--- config.mk ---
export PLATFORM = sky130hd
export DESIGN_NAME = occ_throttle
export DESIGN_NICKNAME = d
export VERILOG_FILES = /design/src/rtl/occ_throttle_pkg.sv /design/src/rtl/occ_datapath.sv /design/src/rtl/throttle_ctrl.sv /design/src/rtl/occ_throttle.sv
export SDC_FILE = /design/constraint.sdc
export NUM_CORES = 1
export LEC_CHECK = 0
export ABC_AREA = 0
export CAP_MARGIN = 10
export CORE_MARGIN = 5
export CORE_UTILIZATION = 45
export DETAILED_ROUTE_END_ITERATION = 8
export DONT_BUFFER_PORTS = 1
export PLACE_DENSITY = 0.6
export SKIP_LAST_GASP = 1
export SYNTH_ARGS = -nofsm -noshare
export SYNTH_HDL_FRONTEND = slang
export SYNTH_SLANG_ARGS = --single-unit
--- constraint.sdc ---
create_clock -name clk -period 4.4 [get_ports clk]
set_input_delay 0.88 -clock clk [delete_from_list [all_inputs] [get_ports clk]]
set_output_delay 0.88 -clock clk [all_outputs]
set_load 0.05 [all_outputs]
--- src/rtl/occ_throttle_pkg.sv ---
package occ_throttle_pkg;

  typedef enum logic [3:0] {
    ST_READY = 4'b0001,
    ST_WARN  = 4'b0010,
    ST_BUSY  = 4'b0100,
    ST_ERROR = 4'b1000
  } thrStatus_e;

  typedef struct packed {
    logic clear;
    logic incr;
    logic decr;
  } cntStrobe_t;

endpackage

--- src/rtl/occ_datapath.sv ---
module occ_datapath
  import occ_throttle_pkg::*;
#(
  parameter int CNT_W      = 6,
  parameter int FRAME_CLKS = 280
) (
  input  logic             clk,
  input  logic             rstN,
  input  cntStrobe_t       strobe,
  input  logic [CNT_W-1:0] stepIn,
  output logic [CNT_W-1:0] occQ,
  output logic [CNT_W-1:0] occNext,
  output logic             frameDone
);

  localparam int TMR_W = (FRAME_CLKS > 1) ? $clog2(FRAME_CLKS) : 1;
  localparam logic [TMR_W-1:0] TMR_LAST = TMR_W'(FRAME_CLKS - 1);
  localparam logic [CNT_W:0]   SAT_MAX  = {1'b0, {CNT_W{1'b1}}};

  logic [TMR_W-1:0] tmrQ;
  logic [CNT_W:0]   sumWide;
  logic [CNT_W:0]   decAmt;
  logic [CNT_W:0]   resWide;

  // a frame finishes only while there is something buffered
  assign frameDone = (occQ != '0) && (tmrQ == TMR_LAST);

  always_comb begin
    sumWide = {1'b0, occQ} + (strobe.incr ? {1'b0, stepIn} : '0);
    decAmt  = '0;
    if (strobe.decr) begin
      decAmt = (occQ < stepIn) ? {1'b0, occQ} : {1'b0, stepIn};
    end
    resWide = sumWide - decAmt;
    if (strobe.clear) begin
      occNext = '0;
    end else if (resWide > SAT_MAX) begin
      occNext = {CNT_W{1'b1}};
    end else begin
      occNext = resWide[CNT_W-1:0];
    end
  end

  always_ff @(posedge clk or negedge rstN) begin
    if (!rstN) begin
      occQ <= '0;
    end else begin
      occQ <= occNext;
    end
  end

  always_ff @(posedge clk or negedge rstN) begin
    if (!rstN) begin
      tmrQ <= '0;
    end else if (strobe.clear || occQ == '0 || frameDone) begin
      tmrQ <= '0;
    end else begin
      tmrQ <= tmrQ + 1'b1;
    end
  end

endmodule

--- src/rtl/throttle_ctrl.sv ---
module throttle_ctrl
  import occ_throttle_pkg::*;
#(
  parameter int CNT_W       = 6,
  parameter int CAPACITY    = 30,
  parameter int DECONV_STEP = 3,
  parameter int PEAK_STEP   = 1
) (
  input  logic             clk,
  input  logic             rstN,
  input  logic             chipReset,
  input  logic             trigAccept,
  input  logic             modeDeconv,
  input  logic             frameDone,
  input  logic [CNT_W-1:0] occNext,
  input  logic [CNT_W-1:0] warnLevel,
  input  logic [CNT_W-1:0] busyLevel,
  output cntStrobe_t       strobe,
  output logic [CNT_W-1:0] stepOut,
  output thrStatus_e       statusQ
);

  localparam logic [CNT_W-1:0] CAP_V = CNT_W'(CAPACITY);
  localparam logic [CNT_W-1:0] DSTEP = CNT_W'(DECONV_STEP);
  localparam logic [CNT_W-1:0] PSTEP = CNT_W'(PEAK_STEP);

  logic       errQ;
  logic       errNext;
  thrStatus_e statusNext;

  assign stepOut = modeDeconv ? DSTEP : PSTEP;

  always_comb begin
    strobe.clear = chipReset;
    strobe.incr  = trigAccept && !chipReset;
    strobe.decr  = frameDone && !chipReset;
  end

  always_comb begin
    errNext = !chipReset && (errQ || (occNext > CAP_V));
    if (errNext) begin
      statusNext = ST_ERROR;
    end else if (occNext >= busyLevel) begin
      statusNext = ST_BUSY;
    end else if (occNext >= warnLevel) begin
      statusNext = ST_WARN;
    end else begin
      statusNext = ST_READY;
    end
  end

  always_ff @(posedge clk or negedge rstN) begin
    if (!rstN) begin
      errQ    <= 1'b0;
      statusQ <= ST_READY;
    end else begin
      errQ    <= errNext;
      statusQ <= statusNext;
    end
  end

endmodule

--- src/rtl/occ_throttle.sv ---
module occ_throttle
  import occ_throttle_pkg::*;
#(
  parameter int  CAPACITY    = 30,
  parameter int  FRAME_CLKS  = 280,
  parameter int  DECONV_STEP = 3,
  parameter int  PEAK_STEP   = 1,
  localparam int CNT_W       = $clog2(CAPACITY + 1) + 1
) (
  input  logic             clk,
  input  logic             rstN,
  input  logic             chipReset,
  input  logic             trigAccept,
  input  logic             modeDeconv,
  input  logic [CNT_W-1:0] warnLevel,
  input  logic [CNT_W-1:0] busyLevel,
  output logic [3:0]       status,
  output logic [CNT_W-1:0] occupancy
);

  cntStrobe_t       strobe;
  logic [CNT_W-1:0] stepVal;
  logic [CNT_W-1:0] occNext;
  logic             frameDone;
  thrStatus_e       statusQ;

  throttle_ctrl #(
    .CNT_W(CNT_W), .CAPACITY(CAPACITY),
    .DECONV_STEP(DECONV_STEP), .PEAK_STEP(PEAK_STEP)
  ) u_ctrl (
    .clk(clk), .rstN(rstN), .chipReset(chipReset), .trigAccept(trigAccept),
    .modeDeconv(modeDeconv), .frameDone(frameDone), .occNext(occNext),
    .warnLevel(warnLevel), .busyLevel(busyLevel),
    .strobe(strobe), .stepOut(stepVal), .statusQ(statusQ)
  );

  occ_datapath #(
    .CNT_W(CNT_W), .FRAME_CLKS(FRAME_CLKS)
  ) u_dp (
    .clk(clk), .rstN(rstN), .strobe(strobe), .stepIn(stepVal),
    .occQ(occupancy), .occNext(occNext), .frameDone(frameDone)
  );

  assign status = statusQ;

endmodule

## Word level (Yosys, flattened, before mapping)

Cells that the tools add are included.

| word-level totals | value |
|---|---|
| register bits | 20 |
| word-level logic and storage cells | 33 |

| operators by class | value |
|---|---|
| reduce and logical (&&, ||, !) cells | 10 |
| add/sub/neg operators | 3 |
| equal/unequal tests | 1 |
| mux-type cells | 10 |
| order comparisons | 5 |

Operator list:

| operator | number |
|---|---|
| 2-to-1 mux 6 bit | 3 |
| greater-or-equal comparator 6 bit | 2 |
| adder 9 x 1 -> 9 bit (second input constant) | 1 |
| == test 9 bit (second input constant) | 1 |
| 2-to-1 mux 9 bit | 1 |
| 2-to-1 mux 4 bit | 2 |
| adder 6 x 7 -> 7 bit | 1 |
| > comparator 7 x 6 -> 1 bit (second input constant) | 1 |
| 2-to-1 mux 7 bit | 1 |
| subtractor 7 bit | 1 |
| > comparator 6 x 5 -> 1 bit (second input constant) | 1 |
| zero test 6 bit | 1 |
| < comparator 6 x 2 -> 1 bit | 1 |
| 2-to-1 mux 2 bit | 3 |
| nonzero test 6 bit | 1 |
| logical AND 1 bit | 4 |
| logical OR 1 bit | 3 |
| zero test 1 bit | 1 |

## Logic depth before layout (Yosys ltp)

Gate-level depths: netlist of run 1.

| logic depth | value |
|---|---|
| depth after elaboration | 12 |
| gate-level depth with buffers | 22 |
| depth with buffers taken out | 22 |

## By module

A second synthesis of run 1 with hierarchy kept.

| unflattened totals | value |
|---|---|
| cells, all modules | 193 |
| area total of the unflattened synthesis | 1780.5 µm² |

By module, submodules not included:

| module | cells an instance | instances | area an instance (µm²) |
|---|---|---|---|
| occ_datapath | 134 | 1 | 1263.7 |
| throttle_ctrl | 59 | 1 | 516.7 |

## Worst setup path after synthesis of run 1

OpenSTA, ideal clock, no wires.

| path | value |
|---|---|
| path type | input to register |
| start | input modeDeconv |
| end | register u_ctrl.statusQ[2] |
| cell stages on the path | 21 |
| data required time | 4277 ps |
| path slack | -595 ps |
| arrival | 4872 ps |
| library setup time | 123 ps |
| cells stage by stage | inv_1 > ha_1 > a2111oi_4 > o21ai_2 > a21oi_1 > nor3_1 > fa_1 > inv_1 > fa_1 > a21oi_1 > nor3_1 > nor3_4 > xor2_4 > a21o_1 > ha_1 > nand2b_1 > a21o_1 > a21o_1 > a21oi_1 > o21ai_0 > nor2b_1 |

| on the way | value |
|---|---|
| word-level cells in the longest chain between the ends | 12 |
| elaborated cells between the ends (all ways) | 16 |
| those cells by class | 2 x add/sub; 4 x order compare; 8 x mux; 2 x reduce/logical |

RTL lines:

| element | line | text |
|---|---|---|
| from (decl) | occ_throttle.sv:14 | `input logic modeDeconv,` |
| 2-to-1 mux 2 bit * | throttle_ctrl.sv:31 | `assign stepOut = modeDeconv ? DSTEP : PSTEP;` |
| < comparator 6 x 2 -> 1 bit | occ_datapath.sv:32 | `decAmt = (occQ < stepIn) ? {1'b0, occQ} : {1'b0, stepIn};` |
| 2-to-1 mux 6 bit | occ_datapath.sv:32 |  |
| 2-to-1 mux 7 bit | occ_datapath.sv:31 | `if (strobe.decr) begin` |
| subtractor 7 bit * | occ_datapath.sv:34 | `resWide = sumWide - decAmt;` |
| > comparator 7 x 6 -> 1 bit | occ_datapath.sv:37 | `end else if (resWide > SAT_MAX) begin` |
| 2-to-1 mux 6 bit * | occ_datapath.sv:37 |  |
| 2-to-1 mux 6 bit * | occ_datapath.sv:35 | `if (strobe.clear) begin` |
| > comparator 6 x 5 -> 1 bit | throttle_ctrl.sv:40 | `errNext = !chipReset && (errQ \|\| (occNext > CAP_V));` |
| logical OR 1 bit | throttle_ctrl.sv:40 |  |
| logical AND 1 bit | throttle_ctrl.sv:40 |  |
| 2-to-1 mux 4 bit * | throttle_ctrl.sv:41 | `if (errNext) begin` |
| named net u_ctrl.statusNext[2] | throttle_ctrl.sv:29 | `thrStatus_e statusNext;` |
| to (signal assigned) | throttle_ctrl.sv:58 | `statusQ <= statusNext;` |
| to (decl) | throttle_ctrl.sv:20 | `output thrStatus_e statusQ` |

The timed path passes the listed nets; every way through them passes the cells marked *.

## Final worst setup path of run 1

| path | value |
|---|---|
| start | input modeDeconv |
| end | register u_ctrl.statusQ[1] |

| on the way | value |
|---|---|
| word-level cells in the longest chain between the ends | 12 |
| elaborated cells between the ends (all ways) | 18 |
| those cells by class | 2 x add/sub; 5 x order compare; 9 x mux; 2 x reduce/logical |

RTL lines:

| element | line |
|---|---|
| 2-to-1 mux 2 bit * | throttle_ctrl.sv:31 |
| < comparator 6 x 2 -> 1 bit | occ_datapath.sv:32 |
| 2-to-1 mux 6 bit | occ_datapath.sv:32 |
| 2-to-1 mux 7 bit | occ_datapath.sv:31 |
| subtractor 7 bit * | occ_datapath.sv:34 |
| > comparator 7 x 6 -> 1 bit | occ_datapath.sv:37 |
| 2-to-1 mux 6 bit * | occ_datapath.sv:37 |
| 2-to-1 mux 6 bit * | occ_datapath.sv:35 |
| greater-or-equal comparator 6 bit / > comparator 6 x 5 -> 1 bit (equally long branches) | throttle_ctrl.sv:45, throttle_ctrl.sv:40 |
| 2-to-1 mux 2 bit / logical OR 1 bit (equally long branches) | throttle_ctrl.sv:45, throttle_ctrl.sv:40 |
| 2-to-1 mux 4 bit / logical AND 1 bit (equally long branches) | throttle_ctrl.sv:43, throttle_ctrl.sv:40 |
| 2-to-1 mux 4 bit * | throttle_ctrl.sv:41 |
| named net u_ctrl.statusNext[1] | throttle_ctrl.sv:29 |

Marks and branches as above.

==> results of run 1 <==
[sequential cells by signal, summed over array words and instances (netlist names)]
signal,flops
u_ctrl.errQ,1
u_ctrl.statusQ,3
u_dp.occQ,6
u_dp.tmrQ,9
[per-stage QoR]
step,hold WS [ps],instances
2_1_floorplan,476,163
3_3_place_gp,506,227
3_5_place_dp,512,227
4_1_cts,239,232
5_1_grt,221,234
6_report,254,234
[metal layers]
metal	global-route usage	vias up
met2	0.268	25
met4	0.0462	0
met3	0.0421	7
li1	-	602
met5	0	-
met1	0.184	524
[cells by family after synthesis]
kind of cell,Yosys count,share of synthesized area
compound gates,32,0.162
xor+xnor,12,0.0796
fa+ha+maj,27,0.227
buf+inv,29,0.0723
flops,19,0.306
simple gates,44,0.153
[worst min-delay path by stage]
stage / startpoint / end / slack [ps] / depth (start not counted)
after floorplan: u_dp.tmrQ[0] / u_dp.tmrQ[0] / 480 / 1
after global placement: u_dp.tmrQ[0] / u_dp.tmrQ[0] / 510 / 1
after detailed placement: u_dp.tmrQ[0] / u_dp.tmrQ[0] / 510 / 1
after CTS: rstN / u_dp.occQ[2] / 240 / 0
after global routing: rstN / u_dp.occQ[5] / 220 / 0
final: rstN / u_dp.occQ[1] / 250 / 0
[area by class of cell]
class	count	area, µm²	share of cell area
timing repair buffer	24	180	0.0954
clock buffer	3	22.5	0.0119
multi-input combinational	115	1040	0.550
clock inverter	1	7.51	0.00397
sequential	19	477	0.252
inverter	26	105	0.0556
tap	46	57.6	0.0305
[cell usage in the layout (no fill, tap or decap), types with 5 or more instances in the layout]
cell type / n
dfrtp_1: 18
buf_4: 24
nor2_1: 13
nand2_1: 8
a21o_1: 7
xnor2_1: 5
ha_1: 24
a21oi_1: 9
inv_1: 24
a21oi_2: 6
xor2_1: 6
[repair_timing]
item,CTS,global route
resized for setup,6,2
setup buffers,1,2
pin swaps,7,1
setup endpoints to repair,3,3
==> results.cfg, run 1 <==
[global_routing]
grt_pass1_wl_mm = 5.38
grt.total_usage = 0.154
grt_pass1_vias = 1250
gr-total-overflow = 0
grt_max_degree = 20
grt_antenna_before_repair = 0

[synthesis]
yosysSeqAreaShare = 0.306
synth_area_leaders = dfrtp_1, ha_1, inv_1, a21oi_1, a21o_1
synth_warnings = 0
async_flop_share = 1.00
synth_ff_type = dfrtp_1
synth_largest_area_cell = dfrtp_1
ys_ff_latch = 19
synth_edf_count = 0
yosysUniqueCellTypes = 34
synth_top_area_share = 0.289
synth.most_common_cell = inv_1
synthTopCellsByCount = inv_1, ha_1, dfrtp_1, a21oi_1, nor2_1
synthCells = 163
syn-num-nets = 207
synth_area_per_cell_um2 = 9.55
synth_area_um2 = 1560

[finish]
final_layout_size_suffix_gt1_frac = 0.298
final_cell_area_um2 = 1890
fin_util = 0.566
area_growth_pct = 21.4
fillers = 311
n_antenna_cell = 0
fin_nets = 233

[placement]
place_area_um2 = 1800
place_ws_ps = -471
hpwl_mm = 2.71
routabilityCongestion = 0.816
numPortBuffers = 0

[route]
vias_per_cell = 4.95
dr.max_layer_used = met4
vias = 1158
dr_wl_met3_um = 161
met2_length_mm = 1.56
wl_per_cell_um = 13.6
post-route-drc-count = 0
routed_wl_mm = 3.19
drtIter0Drc = 43
met1_length_mm = 1.42
drt_first_pass_iters = 4
route.antenna.remaining_nets = 0

[clock_network]
cts_max_path_buffers = 2
cts_sinks = 19
clk_pin_slew_ps = 110
tritoncts = yes
cts-root-buf = clkbuf_4
cts_made_buffers = 3
ctsHtreeMaxLevel = 1
worstSkewPairLatency_ps = 300
hold_buffers = 0

[critical_path]
reg2reg_depth = 20
r2r_start = u_dp.occQ[1]
arrival_ps = 4590
crit_cells = 21
crit_path_top_delay_cell = fa_1
crit_path_end_kind = flip-flop
crit_start = modeDeconv
crit_family = compound AO/OA/AOI/OAI gates
cp_num_buf_inv = 2
path_class = in2reg
r2r_end = u_ctrl.statusQ[1]
rrSetupSlack_ps = 110
worstPathCellList = inv_8, ha_4, a2111oi_4, o21ai_2, a21oi_2, nor3_2, fa_1, inv_2, fa_2, a21oi_2, nor3_2, nor3_4, xor2_4, a21o_1, ha_1, nand2b_4, a21o_1, a21o_1, a21oi_2, o21ai_2, nor3b_2
cp.required_ps = 4590
critPathLaunchType = primary input
slowest_delay_ps = 490
cp-endpoint = u_ctrl.statusQ[1]
cp_max_fo = 5

[sta]
finalCritPeriodShare = 0.999
slew_viol_final = 0
rsz0062_at_grt = yes
hold_viol_final = 0
layout_min_cycle_time_ps = 4400
setup_viol = 0
finClkSkew_ps = 4.38
worstMarginPinSlew_ps = 477
relSlewSlack = 0.682
worst_slack_ps = 2.51
fmax_mhz = 227
finalSetupTns_ps = 0

[floorplan]
pin_count = 27
initial_utilization = 0.466
die-area_um2 = 4730
core_um2 = 3340
num_rows = 21
die_x_um = 68.8
die_h_um = 68.8

[run]
maxCapViolations = 0

[worst_hold_path]
hp-class = in2async

[status]
status = complete, no violations
Power of run 1 is not shown: default switching activity piles up to over one toggle a cycle in this logic, so the estimate is an artifact.
==> run 2: changes to the inputs <==
--- a/constraint.sdc
+++ b/constraint.sdc
@@ -3,2 +3,2 @@
 set_output_delay 0.88 -clock clk [all_outputs]
-set_load 0.05 [all_outputs]
+set_load 0.02 [all_outputs]
==> run 2 against run 1 <==
Compared with the run above:
- register-to-register slack worse by 30 ps
- first-iteration DRC count down 23%
- core utilization down 0.15 points
- die area unchanged
- highest routed layer unchanged
- the run now ends with negative setup slack left
- clock skew down 2.4 ps
- largest cell class unchanged
- wire length down 2.5%
==> results.cfg, run 2 (same netlist as run 1, synthesis figures left out) <==
[clock_network]
cts-root-buf = clkbuf_4
cts_max_path_buffers = 2
cts_sinks = 19
hold_buffers = 0
clk_pin_slew_ps = 100
cts_made_buffers = 3
ctsHtreeMaxLevel = 1
worstSkewPairLatency_ps = 290
tritoncts = yes

[sta]
finClkSkew_ps = 1.95
relSlewSlack = 0.769
finalCritPeriodShare = 1.01
whs_ps = 267
worst_slack_ps = -40.7
hold_viol_final = 0
worstMarginPinSlew_ps = 346
layout_min_cycle_time_ps = 4440
setup_viol = 2
slew_viol_final = 0
fmax_mhz = 225
rsz0062_at_grt = yes

[critical_path]
crit_top_cell = a21o_1
arrival_ps = 4620
slowest_delay_ps = 530
r2r_end = u_ctrl.statusQ[1]
cp.required_ps = 4580
crit_path_end_kind = flip-flop
rrSetupSlack_ps = 80
crit_path_top_delay_cell = fa_1
cp_max_fo = 5
reg2reg_depth = 20
path_class = in2reg
critPathLaunchType = primary input
worstPathCellList = inv_8, ha_4, a2111oi_4, o21ai_2, a21oi_2, nor3_2, fa_1, inv_2, fa_2, a21oi_4, nor3_2, nor3_4, xor2_4, a21o_1, ha_1, nand2b_4, a21o_1, a21o_1, a21oi_2, o21ai_2, nor3b_2
r2r_start = u_dp.occQ[1]

[placement]
numPortBuffers = 0
dp.cells = 225
routabilityCongestion = 0.829
hpwl_mm = 2.66

[finish]
largest-register = u_dp.tmrQ
fillers = 326
top_regs = u_dp.tmrQ x9, u_dp.occQ x6, u_ctrl.statusQ x3
finalNonFillerCells = 232
regArea_um2 = 477
fin_nets = 231
final_layout_size_suffix_gt1_frac = 0.296
multi_input_comb_area_um2 = 1050
largest_reg_flops = 9
n_antenna_cell = 0
mostFrequentLayoutCells = inv_1, ha_1, buf_4
area_growth_pct = 21.1
fin_util = 0.565

[status]
failed_checks = negative setup slack
status = finished with violations

[floorplan]
pin_count = 27
initial_utilization = 0.466
num_rows = 21
core_um2 = 3340
die_h_um = 68.8
die_x_um = 68.8
die-area_um2 = 4730

[route]
drt_first_pass_iters = 4
route.antenna.remaining_nets = 0
drtIter0Drc = 33
post-route-drc-count = 0
wl_per_cell_um = 13.4
routed_wl_mm = 3.11
vias_per_cell = 5.09
vias = 1181

[power]
ir_drop_v = 0.000382
leakagePower_nw = 0.935
p_per_area_nw_per_um2 = 839

[global_routing]
grt_pass1_wl_mm = 5.29
grt_max_degree = 20
gr-total-overflow = 0
grt_pass1_vias = 1214
grt_antenna_before_repair = 0
grt.total_usage = 0.148

[worst_hold_path]
hp-class = in2async

[run]
maxCapViolations = 0
-- run 2: where the power goes --
group / switching (mW) / leakage (nW) / internal [mW]
sequential: 0.0677 / 0.246 / 0.229
combinational: 0.623 / 0.671 / 0.577
clock: 0.0512 / 0.0177 / 0.0338
total: 0.742 / 0.935 / 0.839
-- run 2: critical path, delay by kind of cell --
kind | cells | cell delay (ps)
AO/OA/AOI/OAI | 9 | 1480
adder cells (fa/ha/maj) | 4 | 1390
buffers and inverters | 2 | 60
AND/OR/NAND/NOR | 5 | 680
XOR/XNOR | 1 | 110
-- run 2: final cells by class --
class | count | area share
Timing Repair Buffer | 22 | 0.0876
Clock buffer | 3 | 0.0120
Inverter | 26 | 0.0558
Clock inverter | 1 | 0.00266
Sequential cell | 19 | 0.253
Multi-Input combinational cell | 115 | 0.558
Tap cell | 46 | 0.0305
-- run 2: worst max path at each step --
stage	startpoint	endpoint	slack [ps]	depth (start not counted)
final	modeDeconv	u_ctrl.statusQ[1]	-40	21
after CTS	modeDeconv	u_ctrl.statusQ[1]	-40	21
after global routing	modeDeconv	u_ctrl.statusQ[1]	-200	21
after global placement	modeDeconv	u_ctrl.statusQ[0]	-380	20
after floorplan	modeDeconv	u_ctrl.statusQ[2]	-300	21
after detailed placement	modeDeconv	u_ctrl.statusQ[0]	-450	21
-- run 2: metal layers --
layer | up-vias | GRT usage | wire [µm]
li1 | 598 | - | -
met1 | 558 | 0.185 | 1450
met2 | 23 | 0.257 | 1480
met3 | 2 | 0.0421 | 149
met4 | 0 | 0.0219 | 19
met5 | - | 0 | 0
-- run 2: repair_timing --
| action | 4_1_cts | 5_1_grt |
|---|---|---|
| pin swaps | 9 | 2 |
| buffers inserted | 3 | 0 |
| endpoints found under the setup margin | 3 | 3 |
| resized for setup | 8 | 2 |
-- run 2: stage by stage --
step / area [µm²] / total power, mW / TNS, ps / setup WS (ps)
floorplan: 1600 / 1.04 / -828 / -295
global placement: 1790 / 1.35 / -1130 / -383
detailed placement: 1790 / 1.40 / -1290 / -445
CTS: 1870 / 1.58 / -40.1 / -40.1
global route: 1880 / 1.73 / -551 / -200
finish: 1880 / 1.58 / -42.5 / -40.7
No activity file was read; power rests on OpenSTA's default activity.
==> run 3: changes to the inputs <==
CORE_UTILIZATION = 35   (was 45)
PLACE_DENSITY = 0.49   (was 0.6)
==> run 3 against run 2 <==
Compared with the run above:
- maximum frequency fell by 0.29%
- largest power group unchanged
- die area rose by 24%
- sequential cell count unchanged
- the run still ends with negative setup slack left
- highest routed layer unchanged
- non-clock buffer count unchanged
- critical endpoint unchanged
==> results.cfg, run 3 (same netlist as run 1, synthesis figures left out) <==
[placement]
hpwl_mm = 2.61
place_ws_ps = -506
routabilityCongestion = 0.855
dp.cells = 232
numPortBuffers = 0

[clock_network]
cts_max_path_buffers = 2
ctsHtreeMaxLevel = 1
cts_sinks = 19
worstSkewPairLatency_ps = 250
cts-root-buf = clkbuf_8
cts_made_buffers = 3
clk_pin_slew_ps = 70
tritoncts = yes

[finish]
largest_reg_flops = 9
mostFrequentLayoutCells = inv_1, ha_1, buf_4
final_layout_size_suffix_gt1_frac = 0.274
largest-register = u_dp.tmrQ
area_growth_pct = 21.1
finalNonFillerCells = 238
n_antenna_cell = 0
fin_nets = 231
top_regs = u_dp.tmrQ x9, u_dp.occQ x6, u_ctrl.statusQ x3
fin_util = 0.436

[floorplan]
die_x_um = 76.7
initial_utilization = 0.360
pin_count = 27
num_rows = 24
die-area_um2 = 5880
die_h_um = 76.7
core_um2 = 4320

[power]
leakagePower_nw = 0.937
power_switching_uw = 712
p_per_area_nw_per_um2 = 825
pwr-share-seq = 0.195
combPwrFrac = 0.730
swShare = 0.458
power.internal_uw = 843
clkPwrFrac = 0.075
ir_drop_v = 0.000384
power_mw = 1.55

[status]
failed_checks = negative setup slack
status = finished with violations

[global_routing]
gr-total-overflow = 0
grt_antenna_before_repair = 0
grt.total_usage = 0.109
grt_pass1_vias = 1149
grt_max_degree = 20
grt_pass1_wl_mm = 5.40

[route]
route.antenna.remaining_nets = 0
wl_per_cell_um = 12.9
drt_first_pass_iters = 4
vias = 1148
post-route-drc-count = 0
vias_per_cell = 4.82
routed_wl_mm = 3.08
drtIter0Drc = 100

[critical_path]
cp.required_ps = 4540
cp_num_buf_inv = 2
worstPathCellList = inv_8, ha_4, a2111oi_4, o21ai_2, a21oi_2, nor3_2, fa_1, inv_2, fa_2, a21oi_2, nor3_2, nor3_4, xor2_4, a21o_1, ha_1, nand2b_1, a21o_1, a21o_1, a21oi_2, o21ai_1, nor3b_2
cp_max_fo = 5
critPathLaunchType = primary input
rrSetupSlack_ps = 130
path_class = in2reg
crit_path_end_kind = flip-flop
r2r_end = u_ctrl.statusQ[1]
arrival_ps = 4590
crit_family = compound AO/OA/AOI/OAI gates
reg2reg_depth = 20
crit_start = modeDeconv
slowest_delay_ps = 500
r2r_start = u_dp.occQ[1]
crit_path_top_delay_cell = fa_1
crit_cells = 21

[sta]
setup_viol = 3
finClkSkew_ps = 1.64
slew_viol_final = 0
finalCritPeriodShare = 1.01
whs_ps = 318
layout_min_cycle_time_ps = 4450
hold_viol_final = 0
relSlewSlack = 0.761
fmax_mhz = 225
rsz0062_at_grt = yes
worstMarginPinSlew_ps = 358
worst_slack_ps = -53.5

[worst_hold_path]
hp-class = in2async

[run]
maxCapViolations = 0
run 3: what timing repair did:
item	CTS	global route
pin swaps	6	0
hold buffers	0	0
endpoints found under the setup margin	3	3
gates cloned	0	0
gates resized for setup	5	0
buffers inserted	1	1
run 3: worst max path at each step:
stage	to	slack, ps
after floorplan	u_ctrl.statusQ[2]	-300
after global placement	u_ctrl.statusQ[2]	-410
after detailed placement	u_ctrl.statusQ[1]	-510
after CTS	u_ctrl.statusQ[1]	-70
after global routing	u_ctrl.statusQ[1]	-200
final	u_ctrl.statusQ[1]	-50
run 3: worst register-to-register path: stages, from the launching register on:
cell and delay, ps:
dfrtp_1 410, ha_4 260, a2111oi_4 310, o21ai_2 130
a21oi_2 170, nor3_2 70, fa_1 500, inv_2 50
fa_2 340, a21oi_2 170, nor3_2 70, nor3_4 250
xor2_4 210, a21o_1 190, ha_1 230, nand2b_1 140
a21o_1 150, a21o_1 160, a21oi_2 110, o21ai_1 80
nor3b_2 160
run 3: final cells by class:
cell class                 instances  area (µm²)
clock buffer                       3        41.3
timing repair buffer              22         165
sequential                        19         477
inverter                          26         105
tap                               52        65.1
clock inverter                     1        5.00
fill                             442        2440
multi-input combinational        115        1030
run 3: power groups by stage:
stage | combinational, mW | sequential, mW | clock (mW)
2_1_floorplan | 0.718 | 0.322 | 0
3_3_place_gp | 1.06 | 0.307 | 0
3_5_place_dp | 1.08 | 0.307 | 0
4_1_cts | 1.14 | 0.304 | 0.123
5_1_grt | 1.27 | 0.307 | 0.131
6_report | 1.14 | 0.303 | 0.117
run 3: layer usage:
| layer | track usage | part of all wire | up-vias | wire length [µm] |
|---|---|---|---|---|
| met5 | 0 | 0 | - | 0 |
| met4 | 0.0227 | 0.014 | 0 | 44 |
| met3 | 0.0304 | 0.041 | 4 | 126 |
| met2 | 0.168 | 0.47 | 25 | 1440 |
| met1 | 0.153 | 0.48 | 525 | 1470 |
| li1 | - | - | 594 | - |
run 3: through the flow:
step           area (µm²)  TNS (ps)
2_1_floorplan        1600      -828
3_3_place_gp         1800     -1180
3_5_place_dp         1800     -1470
4_1_cts              1880      -167
5_1_grt              1890      -569
6_report             1890      -124
